File: src/rtl/bus_own_pkg.sv
package bus_own_pkg;

  // Ownership state of the hold handshake
  typedef enum logic {
    OWN_BUS      = 1'b0,
    HOLD_GRANTED = 1'b1
  } hold_state_e;

  // Number of active-low ready strobes watched by the block
  localparam int unsigned READY_CNT = 2;

endpackage

File: src/rtl/bo_rst_sync.sv
module bo_rst_sync #(
  parameter int unsigned STAGES = 2
) (
  input  logic clk,
  input  logic arst_n,
  output logic rst_sync_n
);

  logic [STAGES-1:0] chain_q;

  always_ff @(posedge clk or negedge arst_n) begin
    if (!arst_n) chain_q <= '0;
    else         chain_q <= {chain_q[STAGES-2:0], 1'b1};
  end

  assign rst_sync_n = chain_q[STAGES-1];

endmodule

File: src/rtl/bo_ready_arb.sv
module bo_ready_arb #(
  parameter int unsigned N_READY = 2
) (
  input  logic [N_READY-1:0] ready_n,
  input  logic               backoff_n,
  input  logic               floated,
  input  logic               cyc_busy,
  input  logic               cyc_last,
  output logic               xfer_done,
  output logic               boundary
);

  logic [N_READY-1:0] ready_hit;
  logic               any_ready;

  // One active-high hit per ready strobe
  for (genvar g = 0; g < N_READY; g++) begin : g_rdy
    assign ready_hit[g] = ~ready_n[g];
  end

  always_comb begin
    any_ready = |ready_hit;
    // Backoff overrides ready; a floated bus completes nothing
    xfer_done = cyc_busy && any_ready && backoff_n && !floated;
    // Hold may be taken with nothing in flight or as a cycle closes
    boundary  = !cyc_busy || (xfer_done && cyc_last);
  end

endmodule

File: src/rtl/bo_hold_fsm.sv
module bo_hold_fsm
  import bus_own_pkg::*;
(
  input  logic clk,
  input  logic rst_n,
  input  logic hold_req,
  input  logic boundary,
  output logic hold_ack
);

  hold_state_e state_q, state_d;
  logic        state_en;

  always_comb begin
    state_d = state_q;
    unique case (state_q)
      OWN_BUS:      if (hold_req && boundary) state_d = HOLD_GRANTED;
      HOLD_GRANTED: if (!hold_req)            state_d = OWN_BUS;
      default:                                state_d = OWN_BUS;
    endcase
    state_en = (state_d != state_q);
  end

  always_ff @(posedge clk or negedge rst_n) begin
    if (!rst_n)        state_q <= OWN_BUS;
    else if (state_en) state_q <= state_d;
  end

  assign hold_ack = (state_q == HOLD_GRANTED);

endmodule

File: src/rtl/bo_backoff_trk.sv
module bo_backoff_trk (
  input  logic clk,
  input  logic rst_n,
  input  logic backoff_n,
  input  logic cyc_busy,
  output logic boff_float,
  output logic cyc_abort,
  output logic cyc_restart
);

  logic boff_q, boff_d;
  logic pend_q, pend_d, pend_en;
  logic rstrt_q, rstrt_d;
  logic release_now;

  always_comb begin
    release_now = backoff_n && boff_q;
    boff_d      = !backoff_n;
    pend_d      = pend_q;
    if (!backoff_n && cyc_busy) pend_d = 1'b1;
    else if (release_now)       pend_d = 1'b0;
    pend_en     = (pend_d != pend_q);
    rstrt_d     = release_now && pend_q;
  end

  always_ff @(posedge clk or negedge rst_n) begin
    if (!rst_n) begin
      boff_q  <= 1'b0;
      pend_q  <= 1'b0;
      rstrt_q <= 1'b0;
    end else begin
      boff_q  <= boff_d;
      rstrt_q <= rstrt_d;
      if (pend_en) pend_q <= pend_d;
    end
  end

  assign boff_float  = boff_q;
  // Abort is flagged once, in the clock backoff first meets the cycle
  assign cyc_abort   = !backoff_n && cyc_busy && !pend_q;
  assign cyc_restart = rstrt_q;

endmodule

File: src/rtl/bus_own_ctrl.sv
module bus_own_ctrl
  import bus_own_pkg::*;
#(
  parameter int unsigned RST_STAGES = 2
) (
  input  logic clk,
  input  logic rst_n,
  input  logic hold_req,
  input  logic backoff_n,
  input  logic rdy_n,
  input  logic brdy_n,
  input  logic cyc_busy,
  input  logic cyc_last,
  output logic hold_ack,
  output logic bus_float,
  output logic xfer_done,
  output logic cyc_abort,
  output logic cyc_restart
);

  logic                 rst_sync_n;
  logic [READY_CNT-1:0] ready_vec_n;
  logic                 boundary;
  logic                 ack_int;
  logic                 boff_float;

  assign ready_vec_n = {brdy_n, rdy_n};

  bo_rst_sync #(.STAGES(RST_STAGES)) u_rst (
    .clk        (clk),
    .arst_n     (rst_n),
    .rst_sync_n (rst_sync_n)
  );

  bo_ready_arb #(.N_READY(READY_CNT)) u_arb (
    .ready_n   (ready_vec_n),
    .backoff_n (backoff_n),
    .floated   (bus_float),
    .cyc_busy  (cyc_busy),
    .cyc_last  (cyc_last),
    .xfer_done (xfer_done),
    .boundary  (boundary)
  );

  bo_hold_fsm u_hold (
    .clk      (clk),
    .rst_n    (rst_sync_n),
    .hold_req (hold_req),
    .boundary (boundary),
    .hold_ack (ack_int)
  );

  bo_backoff_trk u_boff (
    .clk         (clk),
    .rst_n       (rst_sync_n),
    .backoff_n   (backoff_n),
    .cyc_busy    (cyc_busy),
    .boff_float  (boff_float),
    .cyc_abort   (cyc_abort),
    .cyc_restart (cyc_restart)
  );

  assign hold_ack  = ack_int;
  assign bus_float = ack_int | boff_float;

endmodule

File: config.mk
export PLATFORM = sky130hd
export DESIGN_NAME = bus_own_ctrl
export DESIGN_NICKNAME = d
export VERILOG_FILES = /design/src/rtl/bus_own_pkg.sv /design/src/rtl/bo_rst_sync.sv /design/src/rtl/bo_ready_arb.sv /design/src/rtl/bo_hold_fsm.sv /design/src/rtl/bo_backoff_trk.sv /design/src/rtl/bus_own_ctrl.sv
export SDC_FILE = /design/constraint.sdc
export NUM_CORES = 1
export LEC_CHECK = 0
export BUFFER_PORTS_ARGS = -buffer_cell sky130_fd_sc_hd__buf_4
export CAP_MARGIN = 20
export CORE_AREA = 2 2 39 41
export CTS_CLUSTER_DIAMETER = 120
export DETAILED_ROUTE_END_ITERATION = 8
export DIE_AREA = 0 0 41 43
export SLEW_MARGIN = 10
export SYNTH_ARGS = -nofsm -noshare
export SYNTH_HDL_FRONTEND = slang
export SYNTH_SLANG_ARGS = --single-unit
File: constraint.sdc
create_clock -name clk -period 1.1 [get_ports clk]
set_input_delay 0.055 -clock clk [delete_from_list [all_inputs] [get_ports clk]]
set_output_delay 0.055 -clock clk [all_outputs]
set_load 0.01 [all_outputs]
==> impl_metrics.env, run 1 <==
export IMPL_run_status="finished with violations"
export IMPL_failed_checks="negative setup slack"
export IMPL_yosys_warnings=0
export IMPL_post_route_util_pct=31.0
export IMPL_final_min_period_over_clock_period_pct=107
export IMPL_postLayoutCellArea_um2=429
export IMPL_postSynthRegisterBits=6
export IMPL_timing_critical_path_max_delay_family="flip-flops"
export IMPL_clkLatencyLatePin_ns=0.24
export IMPL_slew_viol_final=0
export IMPL_grt_antenna_before_repair=0
export IMPL_critPathKind="register to primary output"
export IMPL_area_growth_synth_to_final_pct=76.8
export IMPL_wl_per_instance_um=9.75
export IMPL_vias=218
export IMPL_fillers=147
export IMPL_n_antenna_cell=0
export IMPL_max_freq_mhz=849
export IMPL_first_global_vias=221
export IMPL_detail_route_drc_violations=0
export IMPL_swShare_pct=22.3
export IMPL_hold_violations=0
export IMPL_synth_top_cell_area_share_pct=61.9
export IMPL_finish_net_count=49
export IMPL_number_of_cells_produced_by_synthesis=20
export IMPL_timing_critical_path_from_type="register"
export IMPL_drv_max_cap_violation_count=0
export IMPL_synthesis_area_um2=243
export IMPL_internal_power_w=0.000421
export IMPL_grt_start_max_net_pins=6
export IMPL_cts_max_path_buffers=2
export IMPL_power_leakage_nw=0.220
export IMPL_cpPeakStageDelay_ns=0.38
export IMPL_clk_root_buffer_cell="clkbuf_4"
export IMPL_peak_supply_drop_mv=0.861
export IMPL_clock_power_share_pct=36.8
export IMPL_cp_data_arrival_time_ns=1.12
export IMPL_overflow_left_after_global_routing=0
export IMPL_syn_num_nets=28
export IMPL_postRouteWirelength_um=536
export IMPL_gp_congestion=0.610
export IMPL_grt_setup_unrepaired="true"
export IMPL_htree_levels=1
export IMPL_synth_cell_types=12
export IMPL_drtIter0Drc=0
export IMPL_antenna_violating_nets_post_route=0
export IMPL_clock_transition_at_the_registers_of_the_reported_paths_ns=0.05
export IMPL_die_height_um=43
export IMPL_grt_pass1_wl_um=897
export IMPL_syn_area_per_cell_um2=12.1
export IMPL_io_buffers=12
export IMPL_critical_path_required_time_ns=1.04
export IMPL_worst_setup_path_end_kind="primary output"
export IMPL_reported_net_switching_power_w=0.000121
export IMPL_power_frac_seq_pct=45.7
export IMPL_design_core_area_um2=1380
export IMPL_tritoncts_num_sinks=6
export IMPL_worst_clock_skew_ns=0.00750
export IMPL_share_of_layout_cells_above_drive_strength_1_pct=61.5
export IMPL_crit_chain="and2b_1 > nor3b_2 > buf_4"
export IMPL_hold_path_class="input port to register"
export IMPL_die_area_um2=1760
export IMPL_yosys_top_cells_area="dfrtp_1 62%, o32ai_2 6.7%, nor3b_1 6.2%, a22o_1 3.6%, and2b_1 3.1%"
export IMPL_floorplan_initialDensity_pct=17.5
export IMPL_power_density_nw_per_um2=1260
export IMPL_synth_top_area_cell="dfrtp_1"
export IMPL_buffers_and_inverters_on_the_worst_path=1
export IMPL_fp_dieW_um=41
export IMPL_cts_made_buffers=3
export IMPL_layout_setup_ws_ns=-0.0776
export IMPL_dpl_instance_area_um2=353
export IMPL_globalRouteTotalUtil_pct=7.90
export IMPL_tritoncts="done"
export IMPL_first_pass_iters=1
export IMPL_rows=14
export IMPL_vias_per_cell=3.96
export IMPL_boundaryPins=13
export IMPL_worst_path_max_delay_cell="dfrtp_1"
export IMPL_fin_crit_period_ns=1.18
export IMPL_setup_viol=2
export IMPL_power_share_combinational_pct=17.5
export IMPL_place_hpwl_um=402
export IMPL_synth_sequential_area_ratio_pct=61.9
export IMPL_critPathMaxFanout=3
[metrics by stage]
step / power [W] / hold slack (ns) / setup WS (ns) / setup TNS (ns) / std cells
2_1_floorplan: 0.000279 / -0.241 / 0.105 / 0 / 20
3_3_place_gp: 0.000323 / -0.162 / 0.113 / 0 / 48
3_5_place_dp: 0.000324 / -0.161 / 0.109 / 0 / 48
4_1_cts: 0.000548 / 0.0230 / -0.0815 / -0.0980 / 55
5_1_grt: 0.000578 / 0.0502 / -0.152 / -0.219 / 55
6_report: 0.000541 / 0.0373 / -0.0776 / -0.103 / 55
[cell usage after synthesis (all sizes together)]
cell    instances
and3            1
and2            1
dfrtp           6
and2b           1
or2             1
nor3b           2
inv             2
o32ai           1
a22o            1
nand2b          1
conb            1
nand2           2
[path summary, 6_finish.rpt]
check / from / end / slack, ns / depth (start not counted)
worst max-delay path: u_hold.hold_ack / xfer_done / -0.08 / 3
worst min-delay path: backoff_n / u_boff.boff_float / 0.04 / 2
worst max register to register: u_boff.boff_float / u_hold.hold_ack / 0.21 / 2
worst min register to register: u_rst.chain_q[1] / u_hold.hold_ack / 0.05 / 0
max in group asynchronous: u_rst.chain_q[1] / u_boff.pend_q / 0.88 / 0
min in group asynchronous: u_rst.chain_q[1] / u_hold.hold_ack / 0.05 / 0
[timing repair]
| item | in CTS | in global routing |
|---|---|---|
| hold endpoints to repair | 2 | 0 |
| gates resized for setup | 3 | 1 |
| buffers inserted | 3 | 0 |
| endpoints found under the setup margin | 2 | 3 |
| hold buffers | 1 | 0 |
[cell usage in the layout, fill, tap and decap left out]
| master | Yosys | final |
|---|---|---|
| nor3b_2 | 0 | 2 |
| a22o_1 | 1 | 1 |
| inv_1 | 2 | 2 |
| nand2_1 | 2 | 2 |
| and3_2 | 1 | 1 |
| conb_1 | 1 | 1 |
| dlygate4sd3_1 | 0 | 1 |
| buf_4 | 0 | 14 |
| clkbuf_4 | 0 | 3 |
| buf_6 | 0 | 1 |
| nand2b_4 | 0 | 1 |
| and2_0 | 1 | 1 |
| and2b_1 | 1 | 1 |
| dfrtp_1 | 6 | 6 |
| or2_2 | 1 | 1 |
| o32ai_2 | 1 | 1 |
[cell families (layout without fill, tap and decap cells)]
kind of cell           Yosys count  count (layout)  share of synthesized area (%)
AOI/OAI and AO/OA                2               2                           10.3
buffers and inverters            2              21                           3.09
DFF                              6               6                           61.9
other                            1               1                           1.54
and+or+nand+nor                  9               9                           23.2
[worst reg2reg max path: stages (launching register included)]
cell      delay [ns]
dfrtp_1         0.39
nand2b_4        0.16
o32ai_2         0.25
[state kept, by name (all words and copies together), names as in the netlist]
register            cells
u_boff.boff_float       1
u_boff.pend_q           1
u_boff.cyc_restart      1
u_rst.chain_q           2
u_hold.hold_ack         1
[power groups by stage]
stage / sequential [W] / clock [W] / combinational (W)
final: 0.000247 / 0.000199 / 0.0000948
after global routing: 0.000250 / 0.000224 / 0.000104
after CTS: 0.000247 / 0.000206 / 0.0000950
after detailed placement: 0.000250 / 0 / 0.0000741
after global placement: 0.000250 / 0 / 0.0000730
after floorplan: 0.000250 / 0 / 0.0000285
[routing by layer]
metal / routed length [um] / GRT usage (%) / share of wire [%]
met5: 0 / 0 / 0
met4: 0 / 2.00 / 0
met3: 107 / 6.28 / 20
met2: 234 / 11.3 / 44
met1: 194 / 8.94 / 36
[area by class of cell]
type	count	area (um^2)	area share [%]
Tap cell	16	20.0	4.66
Clock buffer	3	22.5	5.25
Multi-Input combinational cell	12	103	23.9
Timing Repair Buffer	16	126	29.4
Sequential cell	6	150	35.0
Inverter	2	7.51	1.75
Note: power is estimated with default switching activity, not from simulation.
==> run 2: changes to the inputs <==
--- a/config.mk
+++ b/config.mk
@@ -5,6 +5,7 @@
 export SDC_FILE = /design/constraint.sdc
 export NUM_CORES = 1
 export LEC_CHECK = 0
+export ABC_CLOCK_PERIOD_IN_PS = 1450
 export BUFFER_PORTS_ARGS = -buffer_cell sky130_fd_sc_hd__buf_4
 export CAP_MARGIN = 20
 export CORE_AREA = 2 2 39 41
==> constraint.sdc (replaced) <==
create_clock -name clk -period 1.45 [get_ports clk]
set_input_delay 0.0725 -clock clk [delete_from_list [all_inputs] [get_ports clk]]
set_output_delay 0.0725 -clock clk [all_outputs]
set_load 0.01 [all_outputs]
==> run 2 against run 1 <==
Effect of this change: critical path depth stayed put; flip-flop and latch count stayed put; largest cell class unchanged; combinational power is 40% lower; sequential share of layout area is 4.0 points higher; total power is 27% lower; utilization is 3.2 points lower; the flow now finishes without violations; non-clock buffer count is 3 lower; highest routed layer unchanged; die area stayed put; setup slack better by 0.28 ns; register-to-register slack better by 0.30 ns.
==> impl_metrics.env, run 2 (synthesis results as in run 1) <==
export IMPL_clock_transition_at_the_registers_of_the_reported_paths_ns=0.04
export IMPL_total_negative_slack_for_setup_checks_ns=0
export IMPL_vias_per_cell=3.92
export IMPL_n_antenna_cell=0
export IMPL_total_power_w=0.000394
export IMPL_power_density_nw_per_um2=1020
export IMPL_fp_dieW_um=41
export IMPL_tritoncts_num_sinks=6
export IMPL_die_height_um=43
export IMPL_grt_pass1_wl_um=655
export IMPL_floorplan_initialDensity_pct=17.5
export IMPL_overflow_left_after_global_routing=0
export IMPL_first_global_vias=169
export IMPL_antenna_violating_nets_post_route=0
export IMPL_clkLatencyLatePin_ns=0.24
export IMPL_fin_crit_period_ns=1.25
export IMPL_first_pass_iters=2
export IMPL_detail_route_drc_violations=0
export IMPL_wl_per_instance_um=9.37
export IMPL_htree_levels=1
export IMPL_crit_chain="nand2b_1 > nor3b_1 > buf_4"
export IMPL_hold_path_class="input port to register"
export IMPL_cts_max_path_buffers=2
export IMPL_final_min_period_over_clock_period_pct=86.0
export IMPL_most_flops_register="u_rst.chain_q"
export IMPL_finish_net_count=46
export IMPL_grt_setup_unrepaired="false"
export IMPL_largest_reg_flops=2
export IMPL_peak_supply_drop_mv=0.483
export IMPL_worst_setup_path_end_kind="primary output"
export IMPL_worstSetupStartpoint="u_boff.boff_float"
export IMPL_layout_commonest_cell="buf_4"
export IMPL_post_route_util_pct=27.8
export IMPL_critPathMaxFanout=4
export IMPL_tritoncts="done"
export IMPL_setup_viol=0
export IMPL_die_area_um2=1760
export IMPL_vias=204
export IMPL_globalRouteTotalUtil_pct=6.29
export IMPL_io_buffers=12
export IMPL_share_of_layout_cells_above_drive_strength_1_pct=50.0
export IMPL_worstHoldStart="backoff_n"
export IMPL_cp_data_arrival_time_ns=1.17
export IMPL_boundaryPins=13
export IMPL_rows=14
export IMPL_critPathKind="register to primary output"
export IMPL_clk_root_buffer_cell="clkbuf_4"
export IMPL_worstReg2RegStart="u_boff.boff_float"
export IMPL_postRouteWirelength_um=487
export IMPL_drtIter0Drc=4
export IMPL_postLayoutCellArea_um2=385
export IMPL_layout_cells_most_common_list="12 x buf_4, 6 x dfrtp_1, 3 x clkbuf_4"
export IMPL_gp_congestion=0.553
export IMPL_place_hpwl_um=389
export IMPL_cpPeakStageDelay_ns=0.39
export IMPL_critical_path_required_time_ns=1.38
export IMPL_grt_start_max_net_pins=6
export IMPL_timing_critical_path_from_type="register"
export IMPL_slew_viol_final=0
export IMPL_dpl_instance_area_um2=353
export IMPL_run_status="completed"
export IMPL_drv_max_cap_violation_count=0
export IMPL_worst_clock_skew_ns=0.00250
export IMPL_hold_violations=0
export IMPL_worst_path_max_delay_cell="dfrtp_1"
export IMPL_design_core_area_um2=1380
export IMPL_holdWs_ns=0.0273
export IMPL_power_leakage_nw=0.194
export IMPL_cts_made_buffers=3
export IMPL_max_freq_mhz=802
export IMPL_area_growth_synth_to_final_pct=58.8
export IMPL_grt_antenna_before_repair=0
run 2: path summary, 6_finish.rpt:
| path | slack (ns) | end | cells after the start |
|---|---|---|---|
| setup reg to reg | 0.51 | u_hold.hold_ack | 2 |
| min in group asynchronous | 0.05 | u_hold.hold_ack | 0 |
| hold / removal | 0.03 | u_boff.boff_float | 2 |
| max in group asynchronous | 1.21 | u_rst.chain_q[1] | 2 |
| setup / recovery | 0.20 | xfer_done | 3 |
| hold reg to reg | 0.05 | u_hold.hold_ack | 0 |
run 2: worst max-delay path: cells and delay by family (launching register included):
family                 cells  cell delay (ns)
buffers and inverters      1             0.15
flip-flops                 1             0.39
AND/OR/NAND/NOR            2             0.39
run 2: cell type report:
cell class,instances,area (um^2)
Fill cell,151,998
Timing Repair Buffer,13,100
Clock buffer,3,22.5
Sequential cell,6,150
Tap cell,16,20.0
Multi-Input combinational cell,12,85.1
Inverter,2,7.51
run 2: report_power, final:
part	leakage (nW)	switching (W)	total [W]	internal, W
Sequential	0.0720	0.00000782	0.000187	0.000179
Clock	0.0138	0.0000566	0.000150	0.0000934
Combinational	0.109	0.0000211	0.0000568	0.0000357
Total	0.194	0.0000856	0.000394	0.000309
run 2: metal layers:
| layer | global-route usage, % | up-vias | share of wire, % |
|---|---|---|---|
| li1 | - | 98 | - |
| met2 | 7.81 | 15 | 39 |
| met1 | 6.31 | 91 | 43 |
| met3 | 6.28 | 0 | 17 |
| met4 | 4.00 | 0 | 0 |
| met5 | 0 | - | 0 |
run 2: metrics by stage:
step | cells | worst slack, ns
detailed placement | 48 | 0.458
global placement | 48 | 0.437
global route | 52 | 0.0635
CTS | 52 | 0.187
floorplan | 20 | 0.438
finish | 52 | 0.203
run 2: repair_timing:
item	CTS	global route
hold endpoints to repair	2	0
resized for setup	0	0
setup buffers	0	0
endpoints found under the setup margin	0	0
hold buffers	1	0
==> run 3: changes to the inputs <==
==> constraint.sdc (replaced) <==
create_clock -name clk -period 1.45 [get_ports clk]
set_input_delay 0.145 -clock clk [delete_from_list [all_inputs] [get_ports clk]]
set_output_delay 0.145 -clock clk [all_outputs]
set_load 0.01 [all_outputs]
==> run 3 against run 2 <==
Effect of this change: utilization rose by 0.36 points; register-to-register slack got worse by 0.02 ns; via count shrank 1.5%; flip-flop and latch count did not move; setup slack got worse by 0.045 ns; routed wire length up 0.41%; clock-buffer cell count did not move; hold slack better by 0.027 ns; fmax fell by 3.5%; sequential power is essentially flat; global-route usage did not move; total power is 0.25% higher; critical endpoint unchanged.
==> impl_metrics.env, run 3 (synthesis results as in run 1) <==
export IMPL_run_status="completed"
export IMPL_first_pass_iters=2
export IMPL_design_core_area_um2=1380
export IMPL_internal_power_w=0.000309
export IMPL_gp_congestion=0.553
export IMPL_critPathMaxFanout=4
export IMPL_max_freq_mhz=774
export IMPL_globalRouteTotalUtil_pct=6.29
export IMPL_grt_antenna_before_repair=0
export IMPL_drtIter0Drc=4
export IMPL_io_buffers=12
export IMPL_grt_setup_unrepaired="false"
export IMPL_layout_cells_most_common_list="12 x buf_4, 6 x dfrtp_1, 3 x clkbuf_4"
export IMPL_slew_viol_final=0
export IMPL_postRouteWirelength_um=489
export IMPL_power_density_nw_per_um2=1010
export IMPL_critPathKind="register to primary output"
export IMPL_power_frac_seq_pct=47.4
export IMPL_clock_transition_at_the_registers_of_the_reported_paths_ns=0.04
export IMPL_tritoncts="done"
export IMPL_peak_supply_drop_mv=0.483
export IMPL_cts_max_path_buffers=2
export IMPL_vias=201
export IMPL_worst_clock_skew_ns=0.00250
export IMPL_layout_commonest_cell="buf_4"
export IMPL_power_share_combinational_pct=14.6
export IMPL_antenna_violating_nets_post_route=0
export IMPL_htree_levels=1
export IMPL_die_area_um2=1760
export IMPL_reported_net_switching_power_w=0.0000862
export IMPL_area_growth_synth_to_final_pct=60.8
export IMPL_worst_setup_path_end_kind="primary output"
export IMPL_boundaryPins=13
export IMPL_die_height_um=43
export IMPL_clk_root_buffer_cell="clkbuf_4"
export IMPL_drv_max_cap_violation_count=0
export IMPL_rrSetupSlack_ns=0.49
export IMPL_place_hpwl_um=389
export IMPL_setup_viol=0
export IMPL_wl_per_instance_um=9.40
export IMPL_finish_net_count=46
export IMPL_hold_violations=0
export IMPL_r2r_worst_path_cells=2
export IMPL_cts_made_buffers=3
export IMPL_first_global_vias=169
export IMPL_floorplan_initialDensity_pct=17.5
export IMPL_power_leakage_nw=0.196
export IMPL_clock_power_share_pct=38.0
export IMPL_timing_critical_path_from_type="register"
export IMPL_fillers=150
export IMPL_overflow_left_after_global_routing=0
export IMPL_critical_path_required_time_ns=1.31
export IMPL_n_antenna_cell=0
export IMPL_total_negative_slack_for_setup_checks_ns=0
export IMPL_final_min_period_over_clock_period_pct=89.1
export IMPL_rows=14
export IMPL_grt_start_max_net_pins=6
export IMPL_worstReg2RegStart="u_boff.boff_float"
export IMPL_clkLatencyLatePin_ns=0.24
export IMPL_most_flops_register="u_rst.chain_q"
export IMPL_detail_route_drc_violations=0
export IMPL_cp_data_arrival_time_ns=1.15
export IMPL_share_of_layout_cells_above_drive_strength_1_pct=52.8
export IMPL_post_cts_buffers=0
export IMPL_holdWs_ns=0.0540
export IMPL_swShare_pct=21.8
export IMPL_largest_reg_flops=2
export IMPL_fp_dieW_um=41
export IMPL_fin_crit_period_ns=1.29
export IMPL_grt_pass1_wl_um=655
export IMPL_capture_instance_of_the_worst_register_to_register_path="u_hold.hold_ack"
export IMPL_tritoncts_num_sinks=6
export IMPL_vias_per_cell=3.87
export IMPL_hold_path_class="register to async pin"
-- run 3: worst max path at each step --
stage | end | depth (start not counted) | startpoint
after global routing | xfer_done | 3 | u_boff.boff_float
after detailed placement | xfer_done | 3 | u_boff.boff_float
after CTS | xfer_done | 3 | u_boff.boff_float
final | xfer_done | 3 | u_boff.boff_float
after floorplan | xfer_done | 2 | u_hold.hold_ack
after global placement | xfer_done | 3 | u_boff.boff_float
-- run 3: power groups by stage --
stage               Combinational (W)  Clock (W)  Sequential (W)
CTS                         0.0000579   0.000156        0.000187
global route                0.0000639   0.000175        0.000189
detailed placement          0.0000556          0        0.000190
finish                      0.0000578   0.000150        0.000187
global placement            0.0000557          0        0.000189
floorplan                   0.0000216          0        0.000190
-- run 3: area by class of cell --
cell class	instances	area, um^2	area share, %
Timing Repair Buffer	13	100	25.6
Sequential cell	6	150	38.5
Clock buffer	3	22.5	5.77
Multi-Input combinational cell	12	90.1	23.1
Tap cell	16	20.0	5.13
Inverter	2	7.51	1.92
-- run 3: stage by stage --
| stage | cell area, um^2 | power [W] | utilization (%) | cells | worst slack, ns |
|---|---|---|---|---|---|
| after floorplan | 243 | 0.000211 | - | 20 | 0.365 |
| after global placement | 353 | 0.000245 | 25.5 | 48 | 0.365 |
| after detailed placement | 353 | 0.000245 | 25.5 | 48 | 0.385 |
| after CTS | 385 | 0.000402 | 27.8 | 52 | 0.114 |
| after global routing | 390 | 0.000428 | 28.2 | 52 | 0.0623 |
| final | 390 | 0.000395 | 28.2 | 52 | 0.158 |
-- run 3: critical path: stages, from the launching register on --
cell,delay (ns)
dfrtp_1,0.39
nand2b_1,0.20
nor3b_2,0.18
buf_4,0.14
-- run 3: layer usage --
metal  part of all wire, %  global-route usage (%)
met5                     0                       0
met4                     0                    4.00
met1                    41                    6.31
met2                    39                    7.81
met3                    19                    6.28
-- run 3: repair_timing --
action / 4_1_cts / 5_1_grt
gates resized for setup: 0 / 1
endpoints found under the setup margin: 0 / 1
endpoints found under the hold margin: 2 / 0
hold buffers: 1 / 0
